**src/rtl/port_mux_pkg.sv**
```systemverilog
package port_mux_pkg;

    localparam int PORT_W = 8;
    localparam int MODE_W = 3;
    localparam int SEL_W  = 2;

    typedef enum logic [SEL_W-1:0] {
        SEL_DATA = 2'd0,
        SEL_DIR  = 2'd1,
        SEL_PULL = 2'd2,
        SEL_RSVD = 2'd3
    } reg_sel_e;

    typedef enum logic [1:0] {
        CLS_ADDR   = 2'd0,
        CLS_SHARED = 2'd1,
        CLS_GPIO   = 2'd2
    } mode_cls_e;

    typedef enum logic [1:0] {
        ROLE_ADDR = 2'd0,
        ROLE_GPO  = 2'd1,
        ROLE_IN   = 2'd2
    } pin_role_e;

    typedef struct packed {
        logic out;
        logic oe;
        logic pu;
        logic rd;
    } pin_drive_t;

    function automatic mode_cls_e classify(input logic [MODE_W-1:0] mode);
        case (mode)
            3'd5, 3'd6: return CLS_SHARED;
            3'd7:       return CLS_GPIO;
            default:    return CLS_ADDR;
        endcase
    endfunction

    function automatic pin_role_e pick_role(input mode_cls_e cls, input logic dir);
        case (cls)
            CLS_SHARED: return dir ? ROLE_ADDR : ROLE_IN;
            CLS_GPIO:   return dir ? ROLE_GPO  : ROLE_IN;
            default:    return ROLE_ADDR;
        endcase
    endfunction

endpackage

```
**src/rtl/port_regs.sv**
```systemverilog
module port_regs
    import port_mux_pkg::*;
#(
    parameter int W = PORT_W
) (
    input  logic         clk,
    input  logic         rst,
    input  logic         wr_en_i,
    input  reg_sel_e     wr_sel_i,
    input  logic [W-1:0] wr_data_i,
    output logic [W-1:0] data_q_o,
    output logic [W-1:0] dir_q_o,
    output logic [W-1:0] pull_q_o
);

    always_ff @(posedge clk) begin
        if (rst) begin
            data_q_o <= '0;
            dir_q_o  <= '0;
            pull_q_o <= '0;
        end else if (wr_en_i) begin
            case (wr_sel_i)
                SEL_DATA: data_q_o <= wr_data_i;
                SEL_DIR:  dir_q_o  <= wr_data_i;
                SEL_PULL: pull_q_o <= wr_data_i;
                default:  ;
            endcase
        end
    end

    // reset clears every register
    a_r1_regs_clear: assert property (@(posedge clk)
        rst |=> (data_q_o == '0 && dir_q_o == '0 && pull_q_o == '0));

    // data write lands on the following edge
    a_r8_data_next: assert property (@(posedge clk) disable iff (rst)
        (wr_en_i && wr_sel_i == SEL_DATA) |=> data_q_o == $past(wr_data_i));

    // direction write lands on the following edge
    a_r8_dir_next: assert property (@(posedge clk) disable iff (rst)
        (wr_en_i && wr_sel_i == SEL_DIR) |=> dir_q_o == $past(wr_data_i));

    // reserved select leaves all registers unchanged
    a_r9_rsvd_no_write: assert property (@(posedge clk) disable iff (rst)
        (wr_en_i && wr_sel_i == SEL_RSVD) |=>
            ($stable(data_q_o) && $stable(dir_q_o) && $stable(pull_q_o)));

endmodule

```
**src/rtl/port_pin_cell.sv**
```systemverilog
module port_pin_cell
    import port_mux_pkg::*;
(
    input  mode_cls_e  cls_i,
    input  logic       dir_i,
    input  logic       data_i,
    input  logic       pull_i,
    input  logic       addr_i,
    input  logic       pin_i,
    output pin_drive_t drv_o
);

    pin_role_e role;

    always_comb begin
        role      = pick_role(cls_i, dir_i);
        drv_o     = '0;
        drv_o.rd  = pin_i;
        case (role)
            ROLE_ADDR: begin
                drv_o.out = addr_i;
                drv_o.oe  = 1'b1;
            end
            ROLE_GPO: begin
                drv_o.out = data_i;
                drv_o.oe  = 1'b1;
                drv_o.rd  = data_i;
            end
            default: begin
                drv_o.pu  = pull_i;
            end
        endcase
    end

endmodule

```
**src/rtl/port_readback.sv**
```systemverilog
module port_readback
    import port_mux_pkg::*;
#(
    parameter int W = PORT_W
) (
    input  reg_sel_e     sel_i,
    input  logic [W-1:0] port_rd_i,
    input  logic [W-1:0] pull_q_i,
    output logic [W-1:0] rd_data_o
);

    always_comb begin
        case (sel_i)
            SEL_DATA: rd_data_o = port_rd_i;
            SEL_DIR:  rd_data_o = '1;
            SEL_PULL: rd_data_o = pull_q_i;
            default:  rd_data_o = '0;
        endcase
    end

endmodule

```
**src/rtl/addr_gpio_port.sv**
```systemverilog
module addr_gpio_port
    import port_mux_pkg::*;
#(
    parameter int W = PORT_W
) (
    input  logic                clk,
    input  logic                rst,
    input  logic [MODE_W-1:0]   mode_i,
    input  logic [W-1:0]        addr_hi_i,
    input  logic [SEL_W-1:0]    reg_sel_i,
    input  logic                wr_en_i,
    input  logic [W-1:0]        wr_data_i,
    output logic [W-1:0]        rd_data_o,
    input  logic [W-1:0]        pin_i,
    output logic [W-1:0]        pin_out_o,
    output logic [W-1:0]        pin_oe_o,
    output logic [W-1:0]        pin_pu_o
);

    reg_sel_e   sel;
    mode_cls_e  cls;
    logic [W-1:0] data_q, dir_q, pull_q, port_rd;

    assign sel = reg_sel_e'(reg_sel_i);
    assign cls = classify(mode_i);

    port_regs #(.W(W)) u_regs (
        .clk      (clk),
        .rst      (rst),
        .wr_en_i  (wr_en_i),
        .wr_sel_i (sel),
        .wr_data_i(wr_data_i),
        .data_q_o (data_q),
        .dir_q_o  (dir_q),
        .pull_q_o (pull_q)
    );

    for (genvar n = 0; n < W; n++) begin : g_pin
        pin_drive_t drv;
        port_pin_cell u_cell (
            .cls_i (cls),
            .dir_i (dir_q[n]),
            .data_i(data_q[n]),
            .pull_i(pull_q[n]),
            .addr_i(addr_hi_i[n]),
            .pin_i (pin_i[n]),
            .drv_o (drv)
        );
        assign pin_out_o[n] = drv.out;
        assign pin_oe_o[n]  = drv.oe;
        assign pin_pu_o[n]  = drv.pu;
        assign port_rd[n]   = drv.rd;
    end

    port_readback #(.W(W)) u_rb (
        .sel_i    (sel),
        .port_rd_i(port_rd),
        .pull_q_i (pull_q),
        .rd_data_o(rd_data_o)
    );

    // address modes drive the whole address byte
    a_r2_addr_forced: assert property (@(posedge clk) disable iff (rst)
        (mode_i <= 3'd4) |-> (pin_oe_o == '1 && pin_out_o == addr_hi_i));

    // shared modes follow direction for address output
    a_r3_shared_dir: assert property (@(posedge clk) disable iff (rst)
        (mode_i == 3'd5 || mode_i == 3'd6) |->
            (pin_oe_o == dir_q && pin_out_o == (addr_hi_i & dir_q)));

    // general-purpose mode drives the data register on outputs
    a_r4_gpio_dir: assert property (@(posedge clk) disable iff (rst)
        (mode_i == 3'd7) |-> (pin_oe_o == dir_q && pin_out_o == (data_q & dir_q)));

    // pull-up never coincides with a driven pin
    a_r5_pu_no_drive: assert property (@(posedge clk) disable iff (rst)
        (pin_pu_o & pin_oe_o) == '0);

    // data read in mode 7 mixes register bits and pin levels
    a_r6_read_mix: assert property (@(posedge clk) disable iff (rst)
        (sel == SEL_DATA && mode_i == 3'd7) |->
            rd_data_o == ((data_q & dir_q) | (pin_i & ~dir_q)));

endmodule

```
**config.mk**
```make
export PLATFORM = sky130hd
export DESIGN_NAME = addr_gpio_port
export DESIGN_NICKNAME = d
export VERILOG_FILES = /design/src/rtl/port_mux_pkg.sv /design/src/rtl/port_regs.sv /design/src/rtl/port_pin_cell.sv /design/src/rtl/port_readback.sv /design/src/rtl/addr_gpio_port.sv
export SDC_FILE = /design/constraint.sdc
export NUM_CORES = 1
export LEC_CHECK = 0
export ABC_AREA = 1
export CAP_MARGIN = 0
export CORE_MARGIN = 2
export CORE_UTILIZATION = 40
export DETAILED_ROUTE_END_ITERATION = 8
export PLACE_DENSITY = 0.71
export SLEW_MARGIN = 20
export SYNTH_ARGS = -nofsm -noshare
export SYNTH_HDL_FRONTEND = slang
export SYNTH_HIERARCHICAL = 1
export SYNTH_SLANG_ARGS = --single-unit
```
**constraint.sdc**
```tcl
create_clock -name clk -period 2.15 [get_ports clk]
set_input_delay 0.3225 -clock clk [delete_from_list [all_inputs] [get_ports clk]]
set_output_delay 0.3225 -clock clk [all_outputs]
set_load 0.1 [all_outputs]
```
==> implementation parameters <==
Parameter                              Value

Run status
  Result of the run ... finished clean

Synth
  Yosys reg bits ... 24
  Syn Nets ... 392
  Post-synthesis area per instance ... 5.86 µm²
  Total of warnings raised by yosys ... 6
  Top area cells in the synthesized netlist ... sky130_fd_sc_hd__dfxtp_1 (24%), sky130_fd_sc_hd__nand2_1 (18%), sky130_fd_sc_hd__inv_1 (14%)
  Share of synthesized area occupied by flip-flops and latches ... 23.9%
  Yosys top cell by area ... sky130_fd_sc_hd__dfxtp_1
  Syn Inst Count ... 344
  Post-synthesis cell type count ... 17
  Area share of the largest cell type after synthesis ... 23.9%
  Syn Std Cell Area ... 0.00201 mm²

Worst hold path
  Hold crit path type ... reg -> reg

Power and ir drop
  Switching Share ... 40.9%
  VDD IR-drop max ... 379 µV
  Logic pwr share ... 50.8%
  Power density over the cells ... 486 mW/mm²
  Leakage power summed over all cells ... 1.70 nW
  Clk pwr share ... 22.2%
  Sequential share of power ... 27.0%
  Switching power ... 0.742 mW
  Internal power summed over all cells ... 1.07 mW

Floorplanning
  Number of I/O pins ... 64
  Area of the core ... 0.00479 mm²
  Vertical die dimension ... 75.0 µm
  Site Rows ... 25
  Initial Utilization ... 42.1%
  Die extent in x ... 75.0 µm
  Die footprint ... 0.00562 mm²

Cells and area
  # nets final ... 468
  Area added between synthesis and finish ... 85.0%
  Fill cell instance count of the final layout ... 357
  Layout cell share with drive strength beyond 1 ... 31.7%
  Post-route design area ... 0.00373 mm²
  Commonest non-fill, non-tap cell in the layout ... sky130_fd_sc_hd__nand2_1
  Number of antenna diodes ... 0
  Most used cells in the layout excluding fill and tap cells ... sky130_fd_sc_hd__nand2_1 (88), sky130_fd_sc_hd__inv_1 (68), sky130_fd_sc_hd__nor2_1 (40)

STA
  Time the worst path needs with I/O delays and setup ... 2.08 ns
  Clock skew ... 0 ns
  Unrepaired setup endpoints after global routing ... true
  Endpoints failing setup ... 0
  Worst hold slack across all endpoints ... 0.505 ns
  Maximum clock frequency ... 0.480 GHz
  Slew of the pin with the lowest slew margin ... 0.398 ns
  Part of the cycle the worst path needs ... 96.9%
  Final Max Tran Viols ... 0
  Number of hold violations in the final report ... 0
  Worst slew margin relative to its limit ... 73.4%
  Smallest setup slack after layout ... 0.0658 ns

Setup path
  Worst Setup Path Type ... in -> out
  Arrival time reported for the critical path endpoint ... 1.76 ns
  Type of element launching the critical path ... input port
  Worst Path Required ... 1.83 ns
  Category of the worst setup path capture point ... primary output
  Max stage delay cell, worst path ... sky130_fd_sc_hd__ha_4
  Top fanout value on the critical path ... 7
  CP max stage delay ... 0.24 ns
  Cells traversed along the worst timing path ... buf_4 -> nand2_8 -> nand2_4 -> nor2_4 -> buf_12 -> inv_1 -> ha_4 -> nor2_4 -> nand2_8 -> nand2_4 -> clkinvlp_4 -> buf_12

Route
  Routed WL per cell ... 12.2 µm
  Post-detailed-route count of antenna-violating nets ... 0
  Wire length after detailed routing ... 5920 µm
  Vias per Instance ... 4.60
  Total number of vias ... 2,238
  Drt pass-1 iters ... 4
  Number of DRC violations after detailed routing ... 0
  Number of violations reported at the end of detailed-routing iteration 0 ... 117

Clock tree
  Inserted Clock Buffers ... 3
  Clock latency of the later-clocked register in the worst-skew pair ... 0.27 ns
  Hold-fix buffers at CTS ... 0
  Level count of the clock H-tree ... 1
  Register clock-pin slew on the reported worst setup and hold paths ... 0.09 ns
  Root Buffer Master ... sky130_fd_sc_hd__clkbuf_8
  TritonCTS clock tree ... done
  Deepest clock path buffer count ... 2
  Number of sinks driven by the clock tree ... 24

Placed design
  Routability cong. ... 0.764
  Placed Instance Area ... 0.00357 mm²
  Count of buffers inserted at the top-level ports ... 63
  Worst setup slack before clock tree synthesis ... -0.381 ns
  Post-detailed-placement half-perimeter wirelength ... 4150 µm

GRT
  Wire length of the first global-routing pass ... 9980 µm
  Initial antenna violation count ... 0
  Largest net degree at the start of global routing ... 25
  Via count of the first global-routing pass ... 2,169
  Grt ovf ... 0
  GRT Resource Usage Total ... 23.2%

Run
  Number of violations of the max-capacitance limit ... 0
==> power groups by stage <==
stage | sequential (mW) | clock, mW | combinational [mW]
final | 0.490 | 0.402 | 0.920
after global routing | 0.494 | 0.422 | 0.972
after CTS | 0.490 | 0.409 | 0.920
after detailed placement | 0.500 | 0 | 0.897
after global placement | 0.499 | 0 | 0.883
after floorplan | 0.495 | 0 | 0.587
==> cells in the mapped netlist <==
master / count
sky130_fd_sc_hd__a21oi_1: 8
sky130_fd_sc_hd__buf_1: 1
sky130_fd_sc_hd__buf_2: 1
sky130_fd_sc_hd__buf_4: 1
sky130_fd_sc_hd__buf_6: 4
sky130_fd_sc_hd__clkbuf_1: 1
sky130_fd_sc_hd__dfxtp_1: 24
sky130_fd_sc_hd__ha_1: 16
sky130_fd_sc_hd__inv_1: 77
sky130_fd_sc_hd__inv_2: 1
sky130_fd_sc_hd__nand2_1: 98
sky130_fd_sc_hd__nand2_2: 17
sky130_fd_sc_hd__nand3_1: 32
sky130_fd_sc_hd__nand3_4: 2
sky130_fd_sc_hd__nor2_1: 50
sky130_fd_sc_hd__nor2_2: 9
sky130_fd_sc_hd__nor2_4: 2
==> final cells by class <==
class | instances | area [µm²] | share of cell area (%)
Inverter | 78 | 323 | 8.66
Timing Repair Buffer | 79 | 1120 | 30.1
Tap cell | 67 | 83.8 | 2.25
Sequential cell | 24 | 480 | 12.9
Clock inverter | 1 | 30.0 | 0.806
Multi-Input combinational cell | 234 | 1650 | 44.1
Clock buffer | 3 | 41.3 | 1.11
==> repair_timing <==
| item | 4_1_cts | 5_1_grt |
|---|---|---|
| pin swaps | 3 | 8 |
| setup buffers | 2 | 1 |
| setup endpoints to repair | 32 | 19 |
| gates resized for setup | 14 | 10 |
| cloned | 1 | 0 |
==> routing by layer <==
metal | vias to the layer above | GRT usage, % | part of all wire, %
met2 | 71 | 41.4 | 52
met5 | - | 0 | 0
met1 | 1007 | 28.6 | 40
li1 | 1150 | - | -
met3 | 10 | 2.41 | 6.0
met4 | 0 | 8.73 | 1.8
==> worst max-delay path: cells and delay by family <==
kind,cells,cell delay [ns]
adders and majority gates,1,0.24
buffers and inverters,5,0.60
and+or+nand+nor,6,0.58
==> sequential cells by signal (all words and copies together) (netlist names) <==
signal	flops
u_regs/pull_q_o	8
u_regs/data_q_o	8
u_regs/dir_q_o	8
==> per-stage QoR <==
stage	power (mW)	setup TNS (ns)	util (%)	cells
floorplan	1.08	-1.10	-	344
global placement	1.38	-8.53	74.6	479
detailed placement	1.40	-9.38	74.6	479
CTS	1.82	0	77.5	486
global route	1.89	-0.0272	77.9	486
finish	1.81	0	77.9	486
==> final timing paths <==
path                                          from                 end  slack, ns  cells after the start
worst max-delay path                     mode_i[0]        pin_out_o[6]       0.07                     12
worst min-delay path            u_regs/data_q_o[1]  u_regs/data_q_o[1]       0.50                      2
worst max register to register   u_regs/dir_q_o[1]   u_regs/dir_q_o[1]       1.36                      4
worst min register to register  u_regs/data_q_o[1]  u_regs/data_q_o[1]       0.50                      2
==> logic make-up (layout without fill, tap and decap cells) <==
family | Yosys count | count (layout) | synth area share (%)
AOI/OAI and AO/OA | 8 | 8 | 1.99
adders and majority gates | 16 | 16 | 9.94
buffers and inverters | 86 | 161 | 17.8
DFF | 24 | 24 | 23.9
and+or+nand+nor | 210 | 210 | 46.5
Power figures use the tool's default switching activity.
